**config.mk**
```make
export PLATFORM = sky130hd
export DESIGN_NAME = fwd_ctrl
export DESIGN_NICKNAME = d
export VERILOG_FILES = /design/src/rtl/fwd_pkg.sv /design/src/rtl/fwd_exe_classify.sv /design/src/rtl/fwd_src_match.sv /design/src/rtl/fwd_ctrl.sv
export SDC_FILE = /design/constraint.sdc
export NUM_CORES = 1
export LEC_CHECK = 0
export ABC_AREA = 1
export ABC_CLOCK_PERIOD_IN_PS = 900
export CAP_MARGIN = 25
export CORE_AREA = 3 3 40 42
export DETAILED_ROUTE_END_ITERATION = 10
export DIE_AREA = 0 0 43 45
export PLACE_DENSITY_LB_ADDON = 0.12
export SLEW_MARGIN = 10
export SYNTH_ARGS = -nofsm -noshare
export SYNTH_HDL_FRONTEND = slang
export SYNTH_SLANG_ARGS = --single-unit
```
**constraint.sdc**
```tcl
create_clock -name vclk -period 0.9
set_clock_uncertainty 0.15 [all_clocks]
set_input_delay 0.135 -clock vclk [all_inputs]
set_output_delay 0.135 -clock vclk [all_outputs]
set_load 0.005 [all_outputs]
```
**src/rtl/fwd_pkg.sv**
```systemverilog
package fwd_pkg;

    localparam int CLASS_W = 4;

    typedef enum logic [CLASS_W-1:0] {
        CLS_NONE  = 4'd0,
        CLS_ALU   = 4'd1,
        CLS_ALUI  = 4'd2,
        CLS_LOAD  = 4'd3,
        CLS_STORE = 4'd4,
        CLS_BR    = 4'd5,
        CLS_JMP   = 4'd6,
        CLS_JAL   = 4'd7,
        CLS_JR    = 4'd8,
        CLS_JALR  = 4'd9
    } exe_class_e;

    typedef enum logic {
        SRC_REGFILE = 1'b0,
        SRC_EXE_ALU = 1'b1
    } src_sel_e;

endpackage

```
**src/rtl/fwd_exe_classify.sv**
```systemverilog
module fwd_exe_classify
    import fwd_pkg::*;
#(
    parameter int REG_AW    = 5,
    parameter bit LINK_PATH = 1'b1
) (
    input  logic               exe_valid,
    input  logic [CLASS_W-1:0] exe_class,
    input  logic [REG_AW-1:0]  exe_dst,
    output logic               byp_we,
    output logic               stl_we
);

    exe_class_e cls;
    logic       dst_live;

    assign cls      = exe_class_e'(exe_class);
    assign dst_live = exe_valid && (exe_dst != '0);

    // split write permission into a bypass part and an interlock part
    always_comb begin
        byp_we = 1'b0;
        stl_we = 1'b0;
        case (cls)
            CLS_ALU, CLS_ALUI: byp_we = dst_live;
            CLS_LOAD:          stl_we = dst_live;
            CLS_JAL, CLS_JALR: stl_we = dst_live && !LINK_PATH;
            default: begin
                byp_we = 1'b0;
                stl_we = 1'b0;
            end
        endcase
    end

endmodule

```
**src/rtl/fwd_src_match.sv**
```systemverilog
module fwd_src_match #(
    parameter int REG_AW = 5
) (
    input  logic [REG_AW-1:0] src_idx,
    input  logic              src_en,
    input  logic [REG_AW-1:0] exe_dst,
    input  logic              byp_we,
    input  logic              stl_we,
    output logic              byp_hit,
    output logic              stl_hit
);

    logic same;

    assign same    = src_en && (src_idx == exe_dst);
    assign byp_hit = same && byp_we;
    assign stl_hit = same && stl_we;

endmodule

```
**src/rtl/fwd_ctrl.sv**
```systemverilog
module fwd_ctrl
    import fwd_pkg::*;
#(
    parameter int REG_AW    = 5,
    parameter bit LINK_PATH = 1'b1
) (
    input  logic [REG_AW-1:0]  dec_rs,
    input  logic [REG_AW-1:0]  dec_rt,
    input  logic               dec_rd_en1,
    input  logic               dec_rd_en2,
    input  logic               exe_valid,
    input  logic [CLASS_W-1:0] exe_class,
    input  logic [REG_AW-1:0]  exe_dst,
    output logic               a_sel,
    output logic               b_sel,
    output logic               stall
);

    localparam int NUM_SRC = 2;

    logic                             byp_we;
    logic                             stl_we;
    logic [NUM_SRC-1:0][REG_AW-1:0]   src_idx;
    logic [NUM_SRC-1:0]               src_en;
    logic [NUM_SRC-1:0]               byp_hit;
    logic [NUM_SRC-1:0]               stl_hit;
    src_sel_e [NUM_SRC-1:0]           sel;

    assign src_idx[0] = dec_rs;
    assign src_idx[1] = dec_rt;
    assign src_en[0]  = dec_rd_en1;
    assign src_en[1]  = dec_rd_en2;

    fwd_exe_classify #(
        .REG_AW    (REG_AW),
        .LINK_PATH (LINK_PATH)
    ) u_cls (
        .exe_valid (exe_valid),
        .exe_class (exe_class),
        .exe_dst   (exe_dst),
        .byp_we    (byp_we),
        .stl_we    (stl_we)
    );

    for (genvar g = 0; g < NUM_SRC; g++) begin : g_src
        fwd_src_match #(
            .REG_AW (REG_AW)
        ) u_match (
            .src_idx (src_idx[g]),
            .src_en  (src_en[g]),
            .exe_dst (exe_dst),
            .byp_we  (byp_we),
            .stl_we  (stl_we),
            .byp_hit (byp_hit[g]),
            .stl_hit (stl_hit[g])
        );

        // an interlocked cycle keeps every operand on the register file
        assign sel[g] = (byp_hit[g] && !stall) ? SRC_EXE_ALU : SRC_REGFILE;
    end

    assign stall = |stl_hit;
    assign a_sel = (sel[0] == SRC_EXE_ALU);
    assign b_sel = (sel[1] == SRC_EXE_ALU);

endmodule

```
==> results <==
[area by class of cell]
cell class | count | area (sq um) | share of cell area [%]
inverters | 22 | 95.1 | 13.4
multi-input cells | 57 | 352 | 49.6
well taps | 15 | 18.8 | 2.65
repair buffers | 25 | 243 | 34.3
[cell usage after synthesis, drive strengths merged]
cell type	instances	area share [%]
nand2	33	39
inv	22	25
nor2	13	18
nand3	8	12
a21oi	1	2.6
nand3b	1	2.2
nor3b	1	2.2
[worst max-delay path, cell delays in order]
cell	delay, ns
sky130_fd_sc_hd__buf_8	0.10
sky130_fd_sc_hd__nor2_2	0.12
sky130_fd_sc_hd__nand3_2	0.12
sky130_fd_sc_hd__nand3_4	0.10
sky130_fd_sc_hd__nand3_2	0.07
sky130_fd_sc_hd__nor2_1	0.09
sky130_fd_sc_hd__buf_2	0.12
[worst paths after layout]
kind,cells past startpoint,to,slack (ns),start
hold / removal,7,a_sel,0.54,dec_rs[0]
setup / recovery,7,a_sel,-0.24,exe_dst[1]
[timing repair]
item | in CTS | in global routing
pin swaps | 42 | 30
endpoints found under the setup margin | 3 | 3
gates resized for setup | 115 | 37
[power by group]
group	switching [mW]	internal (mW)	leakage [nW]
Combinational	0.131	0.146	0.387
Sequential	0	0	0
Clock	0	0	0
Total	0.131	0.146	0.387
[cell families after synthesis]
logic type	Yosys count
AND/OR/NAND/NOR	56
buffers and inverters	22
AO/OA/AOI/OAI	1
[stage by stage]
stage,cells,cell area (sq um)
2_1_floorplan,79,334
3_3_place_gp,119,603
3_5_place_dp,119,603
4_1_cts,119,614
5_1_grt,119,708
6_report,119,708
[routing by layer]
| metal | vias up | global-route usage [%] |
|---|---|---|
| met5 | - | 0 |
| met4 | 0 | 0 |
| met3 | 0 | 0.797 |
| met2 | 15 | 15.0 |
| met1 | 220 | 12.1 |
| li1 | 278 | - |
==> flow_results.xml <==
<?xml version="1.0" encoding="UTF-8"?>
<metrics>
  <group name="synth">
    <metric name="synth_area_per_cell" unit="sq um">4.23</metric>
    <metric name="simple_gate_area_share_of_the_yosys_netlist" unit="%">72.7</metric>
    <metric name="synth_top_family_by_area" unit="">simple AND/OR/NAND/NOR gates</metric>
    <metric name="area_fraction_in_compound_gates_after_synthesis" unit="%">2.62</metric>
    <metric name="syn-num-nets" unit="">101</metric>
    <metric name="seq_area_frac_synth" unit="%">0</metric>
    <metric name="synthesis.yosys.warnings" unit="">0</metric>
    <metric name="netlist-cell-type-count" unit="">11</metric>
    <metric name="muxShareOfSynthArea" unit="%">0</metric>
    <metric name="post_synth_inst_count" unit="">79</metric>
    <metric name="post_synth_xor_area_fraction" unit="%">0</metric>
    <metric name="syn-cell-area" unit="sq um">334</metric>
    <metric name="post_synth_fa_ha_maj_area_fraction" unit="%">0</metric>
  </group>
  <group name="drt">
    <metric name="route.antenna.remaining_nets" unit="">0</metric>
    <metric name="routed_wl" unit="microns">970</metric>
    <metric name="vias_per_cell" unit="">4.31</metric>
    <metric name="drt-met1-wl" unit="microns">389</metric>
    <metric name="met2_layer_wire_length_in_the_routed_design" unit="microns">511</metric>
    <metric name="detailroute.via_count" unit="">513</metric>
    <metric name="drt_iter0_markers" unit="">5</metric>
    <metric name="routed-wl-met3" unit="microns">69</metric>
    <metric name="top_layer" unit="">met3</metric>
    <metric name="wl_per_cell" unit="microns">8.15</metric>
    <metric name="remaining_drc_errors" unit="">0</metric>
    <metric name="router_iterations_before_antenna_repair" unit="">4</metric>
  </group>
  <group name="power_and_ir_drop">
    <metric name="power_per_cell_area" unit="nW/um^2">391</metric>
    <metric name="total_power" unit="mW">0.277</metric>
    <metric name="worst_ir_drop_vdd" unit="V">0.000185</metric>
    <metric name="static-leakage-power" unit="nW">0.387</metric>
  </group>
  <group name="grt">
    <metric name="grt.total_usage" unit="%">8.54</metric>
    <metric name="first_global_vias" unit="">385</metric>
    <metric name="grt_start_max_net_pins" unit="">5</metric>
    <metric name="initial_antenna_violation_count" unit="">0</metric>
    <metric name="globalRouteOverflowTotal" unit="">0</metric>
    <metric name="grt_first_pass_wirelength" unit="microns">1390</metric>
  </group>
  <group name="die">
    <metric name="top_level_ports" unit="">25</metric>
    <metric name="floorplan.initialDensity" unit="%">26.0</metric>
    <metric name="placementRows" unit="">13</metric>
    <metric name="placeableCoreArea" unit="sq um">1280</metric>
    <metric name="die-area" unit="sq um">1940</metric>
    <metric name="die_width" unit="microns">43</metric>
    <metric name="die_h" unit="microns">45</metric>
  </group>
  <group name="run">
    <metric name="timing.max_cap.violations" unit="">0</metric>
  </group>
  <group name="sta">
    <metric name="rsz0062_at_grt" unit="">yes</metric>
    <metric name="slew_headroom" unit="%">91.3</metric>
    <metric name="setup_viol_count_final" unit="">3</metric>
    <metric name="fmaxAchievable" unit="GHz">0.876</metric>
    <metric name="timing.final.crit_period" unit="ns">1.14</metric>
    <metric name="finalHoldViolations" unit="">0</metric>
    <metric name="timing.final.max_slew_violations" unit="">0</metric>
    <metric name="setup_slack" unit="ns">-0.241</metric>
    <metric name="final.setup.tns" unit="ns">-0.684</metric>
    <metric name="finalHoldWorstSlack" unit="ns">0.541</metric>
    <metric name="timing_worst_slew_pin_value" unit="ns">0.131</metric>
    <metric name="post-route-period-util" unit="%">127</metric>
  </group>
  <group name="setup_path">
    <metric name="worstSetupPathType" unit="">input pin to primary output</metric>
    <metric name="critical_path.max_fanout" unit="">4</metric>
    <metric name="crit_path_end_kind" unit="">primary output</metric>
    <metric name="cp-start-kind" unit="">input pin</metric>
    <metric name="required_time_reported_for_the_critical_path_endpoint" unit="ns">0.61</metric>
    <metric name="cp_data_arrival_time" unit="ns">0.86</metric>
  </group>
  <group name="final_layout">
    <metric name="seq_cells" unit="">0</metric>
    <metric name="insertedDiodeCount" unit="">0</metric>
    <metric name="sequential_cell_area" unit="sq um">0</metric>
    <metric name="finalNetCount" unit="">128</metric>
    <metric name="nFillCells" unit="">142</metric>
    <metric name="ratio_of_cells_with_drive_above_1_in_the_final_layout" unit="%">64.4</metric>
    <metric name="most-common-layout-cells" unit="">17 x sky130_fd_sc_hd__nand2_2, 16 x sky130_fd_sc_hd__nand2_1, 11 x sky130_fd_sc_hd__inv_1, 11 x sky130_fd_sc_hd__buf_6, 7 x sky130_fd_sc_hd__inv_2</metric>
    <metric name="syn_to_final_growth" unit="%">112</metric>
    <metric name="post-route-util" unit="%">55.1</metric>
    <metric name="most_common_cell_after_layout_fill_and_taps_aside" unit="">sky130_fd_sc_hd__nand2_2</metric>
    <metric name="layout.clock_buffers" unit="">0</metric>
  </group>
  <group name="placement">
    <metric name="post-place-ws" unit="ns">-1.11</metric>
    <metric name="dp_hpwl" unit="microns">775</metric>
    <metric name="port_buffers" unit="">25</metric>
    <metric name="final_wtd_congestion" unit="">0.712</metric>
  </group>
  <group name="clock_tree">
    <metric name="post-cts-setup-buffers" unit="">0</metric>
    <metric name="holdBufCountCts" unit="">0</metric>
  </group>
  <group name="outcome">
    <metric name="violations" unit="">setup timing</metric>
    <metric name="outcome" unit="">finished, violations left</metric>
  </group>
  <group name="min_path">
    <metric name="hp-class" unit="">input pin to primary output</metric>
  </group>
</metrics>
Note: power is estimated with default switching activity, not from simulation.
